$ cat src/rtl/tlb_pkg.sv
package tlb_pkg;
    localparam int VA_W     = 16;
    localparam int OFF_W    = 8;
    localparam int VPN_W    = VA_W - OFF_W;
    localparam int PPN_W    = 8;
    localparam int PA_W     = PPN_W + OFF_W;
    localparam int ENTRIES  = 8;
    localparam int IDX_W    = $clog2(ENTRIES);
    localparam int AGE_W    = $clog2(ENTRIES);
    localparam logic [AGE_W-1:0] AGE_OLDEST = AGE_W'(ENTRIES - 1);

    typedef struct packed {
        logic [VPN_W-1:0] vpn;
        logic [PPN_W-1:0] ppn;
        logic             valid;
        logic             dirty;
        logic [AGE_W-1:0] age;
    } tlb_entry_t;

    typedef tlb_entry_t [ENTRIES-1:0] tlb_table_t;
    typedef logic [ENTRIES-1:0][AGE_W-1:0] age_vec_t;
endpackage

$ cat src/rtl/tlb_lookup.sv
module tlb_lookup
    import tlb_pkg::*;
(
    input  tlb_table_t       table_i,
    input  logic [VPN_W-1:0] vpn_i,
    output logic             hit_o,
    output logic [IDX_W-1:0] hit_idx_o,
    output logic             has_free_o,
    output logic [IDX_W-1:0] free_idx_o,
    output logic [IDX_W-1:0] oldest_idx_o
);
    logic [ENTRIES-1:0] match_vec;
    logic [ENTRIES-1:0] free_vec;
    logic [ENTRIES-1:0] oldest_vec;

    for (genvar g = 0; g < ENTRIES; g++) begin : g_cmp
        assign match_vec[g]  = table_i[g].valid && (table_i[g].vpn == vpn_i);
        assign free_vec[g]   = !table_i[g].valid;
        assign oldest_vec[g] = table_i[g].valid && (table_i[g].age == AGE_OLDEST);
    end

    always_comb begin
        hit_o        = |match_vec;
        has_free_o   = |free_vec;
        hit_idx_o    = '0;
        free_idx_o   = '0;
        oldest_idx_o = '0;
        for (int i = ENTRIES - 1; i >= 0; i--) begin
            if (match_vec[i])  hit_idx_o    = IDX_W'(i);
            if (free_vec[i])   free_idx_o   = IDX_W'(i);
            if (oldest_vec[i]) oldest_idx_o = IDX_W'(i);
        end
    end
endmodule

$ cat src/rtl/tlb_age_update.sv
module tlb_age_update
    import tlb_pkg::*;
(
    input  tlb_table_t       table_i,
    input  logic [IDX_W-1:0] touch_idx_i,
    output age_vec_t         age_o
);
    logic [AGE_W-1:0] touch_old_age;

    assign touch_old_age = table_i[touch_idx_i].age;

    for (genvar g = 0; g < ENTRIES; g++) begin : g_rank
        always_comb begin
            if (touch_idx_i == IDX_W'(g)) begin
                age_o[g] = '0;
            end else if (table_i[g].valid && (table_i[g].age < touch_old_age)) begin
                age_o[g] = table_i[g].age + AGE_W'(1);
            end else begin
                age_o[g] = table_i[g].age;
            end
        end
    end
endmodule

$ cat src/rtl/tlb_frame_pool.sv
module tlb_frame_pool
    import tlb_pkg::*;
#(
    parameter int DEPTH = 4
) (
    input  logic             clk,
    input  logic             rst_n,
    input  logic             push_i,
    input  logic [PPN_W-1:0] frame_i,
    input  logic             pop_i,
    output logic [PPN_W-1:0] head_o,
    output logic             empty_o
);
    localparam int PTR_W = (DEPTH > 1) ? $clog2(DEPTH) : 1;
    localparam int CNT_W = $clog2(DEPTH + 1);

    typedef struct packed {
        logic [DEPTH-1:0][PPN_W-1:0] slot;
        logic [PTR_W-1:0]            rd;
        logic [PTR_W-1:0]            wr;
        logic [CNT_W-1:0]            cnt;
    } pool_state_t;

    pool_state_t pool_q, pool_d;
    logic        full;

    function automatic logic [PTR_W-1:0] ptr_next(input logic [PTR_W-1:0] p);
        return (p == PTR_W'(DEPTH - 1)) ? '0 : p + PTR_W'(1);
    endfunction

    assign empty_o = (pool_q.cnt == '0);
    assign full    = (pool_q.cnt == CNT_W'(DEPTH));
    assign head_o  = pool_q.slot[pool_q.rd];

    always_comb begin
        pool_d = pool_q;
        if (push_i && !full) begin
            pool_d.slot[pool_q.wr] = frame_i;
            pool_d.wr              = ptr_next(pool_q.wr);
        end
        if (pop_i && !empty_o) begin
            pool_d.rd = ptr_next(pool_q.rd);
        end
        pool_d.cnt = pool_q.cnt + CNT_W'(push_i && !full) - CNT_W'(pop_i && !empty_o);
    end

    always_ff @(posedge clk) begin
        if (!rst_n) pool_q <= '0;
        else        pool_q <= pool_d;
    end

    assert_pop_nonempty_R7: assert property (@(posedge clk) disable iff (!rst_n)
        pop_i |-> !empty_o);

    assert_count_bound_R9: assert property (@(posedge clk) disable iff (!rst_n)
        pool_q.cnt <= CNT_W'(DEPTH));

    assert_full_push_drop_R9: assert property (@(posedge clk) disable iff (!rst_n)
        (full && push_i && !pop_i) |=> (pool_q.cnt == CNT_W'(DEPTH)) && $stable(pool_q.wr));
endmodule

$ cat src/rtl/tlb_age_lru.sv
module tlb_age_lru
    import tlb_pkg::*;
#(
    parameter int POOL_DEPTH = 4
) (
    input  logic             clk,
    input  logic             rst_n,
    input  logic             req_valid,
    input  logic [VA_W-1:0]  req_vaddr,
    input  logic             req_write,
    output logic             resp_valid,
    output logic             resp_hit,
    output logic             resp_err,
    output logic [PA_W-1:0]  resp_paddr,
    input  logic             cfg_entry_we,
    input  logic [IDX_W-1:0] cfg_idx,
    input  logic [VPN_W-1:0] cfg_vpn,
    input  logic [PPN_W-1:0] cfg_ppn,
    input  logic             cfg_valid,
    input  logic             cfg_dirty,
    input  logic [AGE_W-1:0] cfg_age,
    input  logic             cfg_pool_push,
    input  logic [PPN_W-1:0] cfg_pool_frame,
    input  logic [IDX_W-1:0] ins_idx,
    output logic [VPN_W-1:0] ins_vpn,
    output logic [PPN_W-1:0] ins_ppn,
    output logic             ins_valid,
    output logic             ins_dirty,
    output logic [AGE_W-1:0] ins_age
);
    typedef struct packed {
        tlb_table_t      entries;
        logic            resp_valid;
        logic            resp_hit;
        logic            resp_err;
        logic [PA_W-1:0] resp_paddr;
    } core_state_t;

    core_state_t st_q, st_d;

    logic [VPN_W-1:0] req_vpn;
    logic [OFF_W-1:0] req_off;
    logic             lk_hit, lk_has_free;
    logic [IDX_W-1:0] lk_hit_idx, lk_free_idx, lk_oldest_idx;
    logic [IDX_W-1:0] touch_idx;
    age_vec_t         next_age;
    logic             pool_pop, pool_empty;
    logic [PPN_W-1:0] pool_head;
    logic             miss_err;

    assign req_vpn = req_vaddr[VA_W-1:OFF_W];
    assign req_off = req_vaddr[OFF_W-1:0];

    tlb_lookup u_lookup (
        .table_i      (st_q.entries),
        .vpn_i        (req_vpn),
        .hit_o        (lk_hit),
        .hit_idx_o    (lk_hit_idx),
        .has_free_o   (lk_has_free),
        .free_idx_o   (lk_free_idx),
        .oldest_idx_o (lk_oldest_idx)
    );

    assign touch_idx = lk_hit      ? lk_hit_idx  :
                       lk_has_free ? lk_free_idx : lk_oldest_idx;

    tlb_age_update u_age (
        .table_i     (st_q.entries),
        .touch_idx_i (touch_idx),
        .age_o       (next_age)
    );

    tlb_frame_pool #(.DEPTH(POOL_DEPTH)) u_pool (
        .clk     (clk),
        .rst_n   (rst_n),
        .push_i  (cfg_pool_push),
        .frame_i (cfg_pool_frame),
        .pop_i   (pool_pop),
        .head_o  (pool_head),
        .empty_o (pool_empty)
    );

    assign miss_err = req_valid && !lk_hit && pool_empty;

    always_comb begin
        st_d            = st_q;
        st_d.resp_valid = req_valid;
        st_d.resp_hit   = 1'b0;
        st_d.resp_err   = 1'b0;
        st_d.resp_paddr = '0;
        pool_pop        = 1'b0;
        if (req_valid) begin
            if (miss_err) begin
                st_d.resp_err = 1'b1;
            end else begin
                for (int i = 0; i < ENTRIES; i++) begin
                    st_d.entries[i].age = next_age[i];
                end
                if (lk_hit) begin
                    st_d.resp_hit   = 1'b1;
                    st_d.resp_paddr = {st_q.entries[touch_idx].ppn, req_off};
                    if (req_write) st_d.entries[touch_idx].dirty = 1'b1;
                end else begin
                    pool_pop                       = 1'b1;
                    st_d.entries[touch_idx].vpn    = req_vpn;
                    st_d.entries[touch_idx].ppn    = pool_head;
                    st_d.entries[touch_idx].valid  = 1'b1;
                    st_d.entries[touch_idx].dirty  = req_write;
                    st_d.entries[touch_idx].age    = '0;
                    st_d.resp_paddr                = {pool_head, req_off};
                end
            end
        end else if (cfg_entry_we) begin
            st_d.entries[cfg_idx].vpn   = cfg_vpn;
            st_d.entries[cfg_idx].ppn   = cfg_ppn;
            st_d.entries[cfg_idx].valid = cfg_valid;
            st_d.entries[cfg_idx].dirty = cfg_dirty;
            st_d.entries[cfg_idx].age   = cfg_age;
        end
    end

    always_ff @(posedge clk) begin
        if (!rst_n) begin
            st_q <= '0;
            for (int i = 0; i < ENTRIES; i++) begin
                st_q.entries[i].age <= AGE_OLDEST;
            end
        end else begin
            st_q <= st_d;
        end
    end

    assign resp_valid = st_q.resp_valid;
    assign resp_hit   = st_q.resp_hit;
    assign resp_err   = st_q.resp_err;
    assign resp_paddr = st_q.resp_paddr;

    assign ins_vpn   = st_q.entries[ins_idx].vpn;
    assign ins_ppn   = st_q.entries[ins_idx].ppn;
    assign ins_valid = st_q.entries[ins_idx].valid;
    assign ins_dirty = st_q.entries[ins_idx].dirty;
    assign ins_age   = st_q.entries[ins_idx].age;

    logic [IDX_W:0] mru_count;
    always_comb begin
        mru_count = '0;
        for (int i = 0; i < ENTRIES; i++) begin
            mru_count = mru_count + (IDX_W+1)'(st_q.entries[i].valid && st_q.entries[i].age == '0);
        end
    end

    assert_one_cycle_resp_R2: assert property (@(posedge clk) disable iff (!rst_n)
        req_valid |=> resp_valid);

    assert_no_spurious_resp_R2: assert property (@(posedge clk) disable iff (!rst_n)
        !req_valid |=> !resp_valid);

    assert_offset_passthru_R2: assert property (@(posedge clk) disable iff (!rst_n)
        (req_valid && !miss_err) |=> resp_paddr[OFF_W-1:0] == $past(req_off));

    assert_write_sets_dirty_R3: assert property (@(posedge clk) disable iff (!rst_n)
        (req_valid && req_write && !miss_err) |=> st_q.entries[$past(touch_idx)].dirty);

    assert_single_mru_R4: assert property (@(posedge clk) disable iff (!rst_n)
        (req_valid && !miss_err) |=> mru_count == (IDX_W+1)'(1));

    assert_err_freezes_R7: assert property (@(posedge clk) disable iff (!rst_n)
        miss_err |=> resp_err && !resp_hit && (st_q.entries == $past(st_q.entries)));
endmodule

$ cat config.mk
export PLATFORM = sky130hd
export DESIGN_NAME = tlb_age_lru
export DESIGN_NICKNAME = d
export VERILOG_FILES = /design/src/rtl/tlb_pkg.sv /design/src/rtl/tlb_lookup.sv /design/src/rtl/tlb_age_update.sv /design/src/rtl/tlb_frame_pool.sv /design/src/rtl/tlb_age_lru.sv
export SDC_FILE = /design/constraint.sdc
export NUM_CORES = 1
export LEC_CHECK = 0
export BUFFER_PORTS_ARGS = -buffer_cell sky130_fd_sc_hd__buf_2
export CELL_PAD_IN_SITES_DETAIL_PLACEMENT = 1
export CELL_PAD_IN_SITES_GLOBAL_PLACEMENT = 2
export CORE_MARGIN = 2
export CORE_UTILIZATION = 35
export DETAILED_ROUTE_END_ITERATION = 6
export HOLD_SLACK_MARGIN = 0.15
export PLACE_DENSITY = 0.87
export SETUP_SLACK_MARGIN = 0.15
export SYNTH_ARGS = -nofsm -noshare
export SYNTH_HDL_FRONTEND = slang
export SYNTH_HIERARCHICAL = 1
export SYNTH_SLANG_ARGS = --single-unit
$ cat constraint.sdc
create_clock -name clk -period 5.15 [get_ports clk]
set_input_delay 0.515 -clock clk [delete_from_list [all_inputs] [get_ports clk]]
set_output_delay 0.515 -clock clk [all_outputs]
set_load 0.1 [all_outputs]
==> impl_results.md <==
- Status: complete, but fails checks
- Failing checks: DRC
- DRT iter0 DRCs: 1641
- Synth top area share: 29.9%
- Post-synthesis sequential element count: 226
- Total GRT Usage: 29.2%
- Initial Util: 35.3%
- Crit. End Element: flop
- Crit path max-delay cell type: dfxtp_1
- Highest metal used: met5
- Synthesized cell area: 15200 um^2
- Maximum VDD drop: 0.000307 V
- DR vias: 15900
- CTS max path bufs: 3
- First-pass GRT wire length: 101000 um
- Share of cells above drive strength 1: 21.0%
- Mux cell area share after synthesis: 14.4%
- Sw Share: 39.6%
- Slew Viols, Final: 0
- Internal power: 4.05 mW
- TNS Setup: 0 ns
- Synth Instances: 1712
- Setup-failing EPs final: 0
- Crit start category: flop
- Wire length on met3: 6070 um
- Worst Skew: 0.0182 ns
- Seq/Total Area, Yosys: 29.9%
- Root Buffer: clkbuf_16
- Chip width: 212 um
- GP Congestion: 0.903
- Design Area, Final: 17200 um^2
- Worst Tran Pin Value: 1.25 ns
- Pwr/cell area: 390 nW/um^2
- Dominant combinational cell family by area after synthesis: compound AO/OA/AOI/OAI gates
- Area leader, netlist: dfxtp_1
- Routed len/inst: 28.6 um
- Clock sink count: 226
- Worst EP arrival: 5.27 ns
- Worst path required time: 5.66 ns
- Final Cycle Share: 92.3%
- Gr ovfl total: 0
- Area Growth Syn to Fin: 13.2%
- Synth Area in Compound Gates: 28.3%
- Clk_lat worst skew: 0.59 ns
- Slew margin rel.: 16.7%
- Post-synth EDFFs: 0
- Switching power total: 2.65 mW
- XOR/XNOR share of the synthesized area: 3.92%
- Avg Vias per Cell: 6.81
- Cts bufs inserted: 30
- Yosys warnings: 6
- Initial antenna violation count: 3
- Syn_area_per_cell: 8.85 um^2
- Combinational share of power: 33.2%
- Min Tclk post-route: 4.75 ns
- P_leak: 5.98 nW
- RSZ-0062 raised after global routing: false
- CTS tree: done
- Sequential share of power: 34.0%
- Slowest stage delay, CP: 0.70 ns
- DRT Pass-1 Iters: 7
- Core ar.: 42900 um^2
- DP Area: 16100 um^2
- WS Path Type: reg -> reg
- CP Cell Sequence: nand2_1 > nor3_2 > nor2b_1 > o21ai_0 > o21ai_1 > mux2i_4 > inv_4 > mux4_1 > mux2i_2 > buf_4 > ha_1 > o21a_1 > nor3_1 > o21ai_0 > mux2i_1 > nand2_1 > a31oi_1
- Post-DP HPWL: 42800 um
- Layout Nets: 1811
- Hold Vio Cnt, Final: 0
- Met2 wire len: 30100 um
- Min-delay worst type: in -> reg
- Post-synth cell types: 76
- Ys flop type: dfxtp_1
- Synth area leaders: dfxtp_1, mux4_2, a21oi_1
- Largest net degree at the start of global routing: 57
- Number of top-level pins: 97
- Count of input and output buffers: 96
- Max Cap Violations: 0
- Clock power frac: 32.8%
- Clk slew on worst S/H paths: 0.06 ns
- Post-route ant nets: 0
- Post-synthesis simple-gate area fraction: 14.0%
- Max FO, Critical Path: 7
- Met1 WL: 26400 um
- Delay-heaviest family, CP: multiplexers
- DRC violations left: 5
- Site Rows: 76
- Synth Area in Adders: 2.69%
- Overall routed net length: 66600 um
- Vias in the first global route: 16100
- Chip Height: 212 um
- Die footprint: 45000 um^2
- Async SR Flop Fraction: 0%
- Syn nets: 1801
- Fmax: 210 MHz
- H-tree lvl count: 1
- WP buf/inv: 2
## power groups by stage
| stage | sequential [mW] | clock (mW) | combinational (mW) |
|---|---|---|---|
| 5_1_grt | 2.30 | 2.28 | 2.36 |
| 2_1_floorplan | 2.19 | 0 | 1.60 |
| 4_1_cts | 2.26 | 2.22 | 2.17 |
| 6_report | 2.28 | 2.20 | 2.23 |
| 3_5_place_dp | 2.30 | 0 | 2.16 |
| 3_3_place_gp | 2.28 | 0 | 2.10 |
## placed cells by master (no fill, tap or decap), types with 39 or more instances in the layout
cell type  count
mux4_2        52
o31ai_1       43
nor2_1        61
xnor2_1       45
a32oi_1       79
dfxtp_1      226
nand2_1      157
mux2i_1       55
o21ai_0       65
a22oi_1       39
buf_2         95
a31oi_1       59
a21oi_1      145
buf_4         78
a211oi_1      92
## logic make-up after synthesis
kind of cell	count (synthesis)
fa+ha+maj	32
xor+xnor	67
flops	226
buf+inv	223
compound gates	615
simple gates	407
mux	142
## synthesized netlist by cell type, types with 7 or more instances
| cell type | number |
|---|---|
| nand2b_1 | 15 |
| nand4_1 | 19 |
| nor3_1 | 32 |
| a311oi_1 | 21 |
| and3_1 | 31 |
| o31ai_1 | 43 |
| a211oi_1 | 92 |
| buf_4 | 28 |
| o211ai_1 | 18 |
| ha_1 | 31 |
| xnor2_1 | 45 |
| nand3_1 | 13 |
| nor2b_1 | 7 |
| nor3_2 | 7 |
| and2_1 | 10 |
| mux2_2 | 27 |
| a21oi_1 | 145 |
| a31oi_1 | 59 |
| xor2_1 | 21 |
| a22oi_1 | 39 |
| clkbuf_1 | 94 |
| o21a_1 | 8 |
| inv_1 | 20 |
| dfxtp_1 | 226 |
| a32oi_1 | 79 |
| mux2i_1 | 57 |
| a2111oi_0 | 7 |
| buf_1 | 35 |
| buf_6 | 9 |
| nand2_1 | 157 |
| mux4_2 | 52 |
| nor2_1 | 63 |
| buf_2 | 32 |
| o21ai_0 | 65 |
## through the flow
step           setup WS (ns)  utilization (%)  instances  power, mW  hold WS (ns)
2_1_floorplan          0.153                -       1712       3.79         0.432
3_3_place_gp           0.310             37.6       2272       4.38         0.439
6_report               0.396             40.0       2331       6.70         0.161
5_1_grt                0.187             40.0       2329       6.94         0.163
3_5_place_dp           0.174             37.6       2272       4.46         0.448
4_1_cts                0.426             40.0       2328       6.65         0.150
## registers in the layout, summed over array words and instances, names as in the netlist
name,count
resp_valid,1
resp_err,1
st_q,168
resp_paddr,16
resp_hit,1
u_pool/pool_q,39
## layout make-up
cell class / instances / area, um^2
clock inverters: 10 / 133
multi-input cells: 1263 / 9690
flip-flops and latches: 226 / 4520
diodes: 2 / 5.00
inverters: 25 / 98.8
repair buffers: 176 / 1100
fillers: 4975 / 25700
clock buffers: 44 / 875
well taps: 585 / 732
## path summary, 6_finish.rpt
check / startpoint / endpoint / slack [ns] / cells past startpoint
min reg2reg: u_pool/pool_q[34] / u_pool/pool_q[34] / 0.46 / 2
max reg2reg: st_q[65] / st_q[168] / 0.40 / 17
min: req_vaddr[1] / resp_paddr[1] / 0.16 / 2
max: st_q[65] / st_q[168] / 0.40 / 17
## metal layers
| metal | GRT usage [%] | up-vias |
|---|---|---|
| met2 | 46.2 | 962 |
| met4 | 16.1 | 4 |
| met1 | 37.0 | 7976 |
| met5 | 0 | - |
| met3 | 6.20 | 304 |
| li1 | - | 6624 |
## what timing repair did
item | CTS | global route
resized for setup | 0 | 2
buffers inserted | 0 | 1
endpoints found under the hold margin | 2 | 0
hold buffers | 2 | 0
endpoints found under the setup margin | 0 | 17
Power figures use the tool's default switching activity.
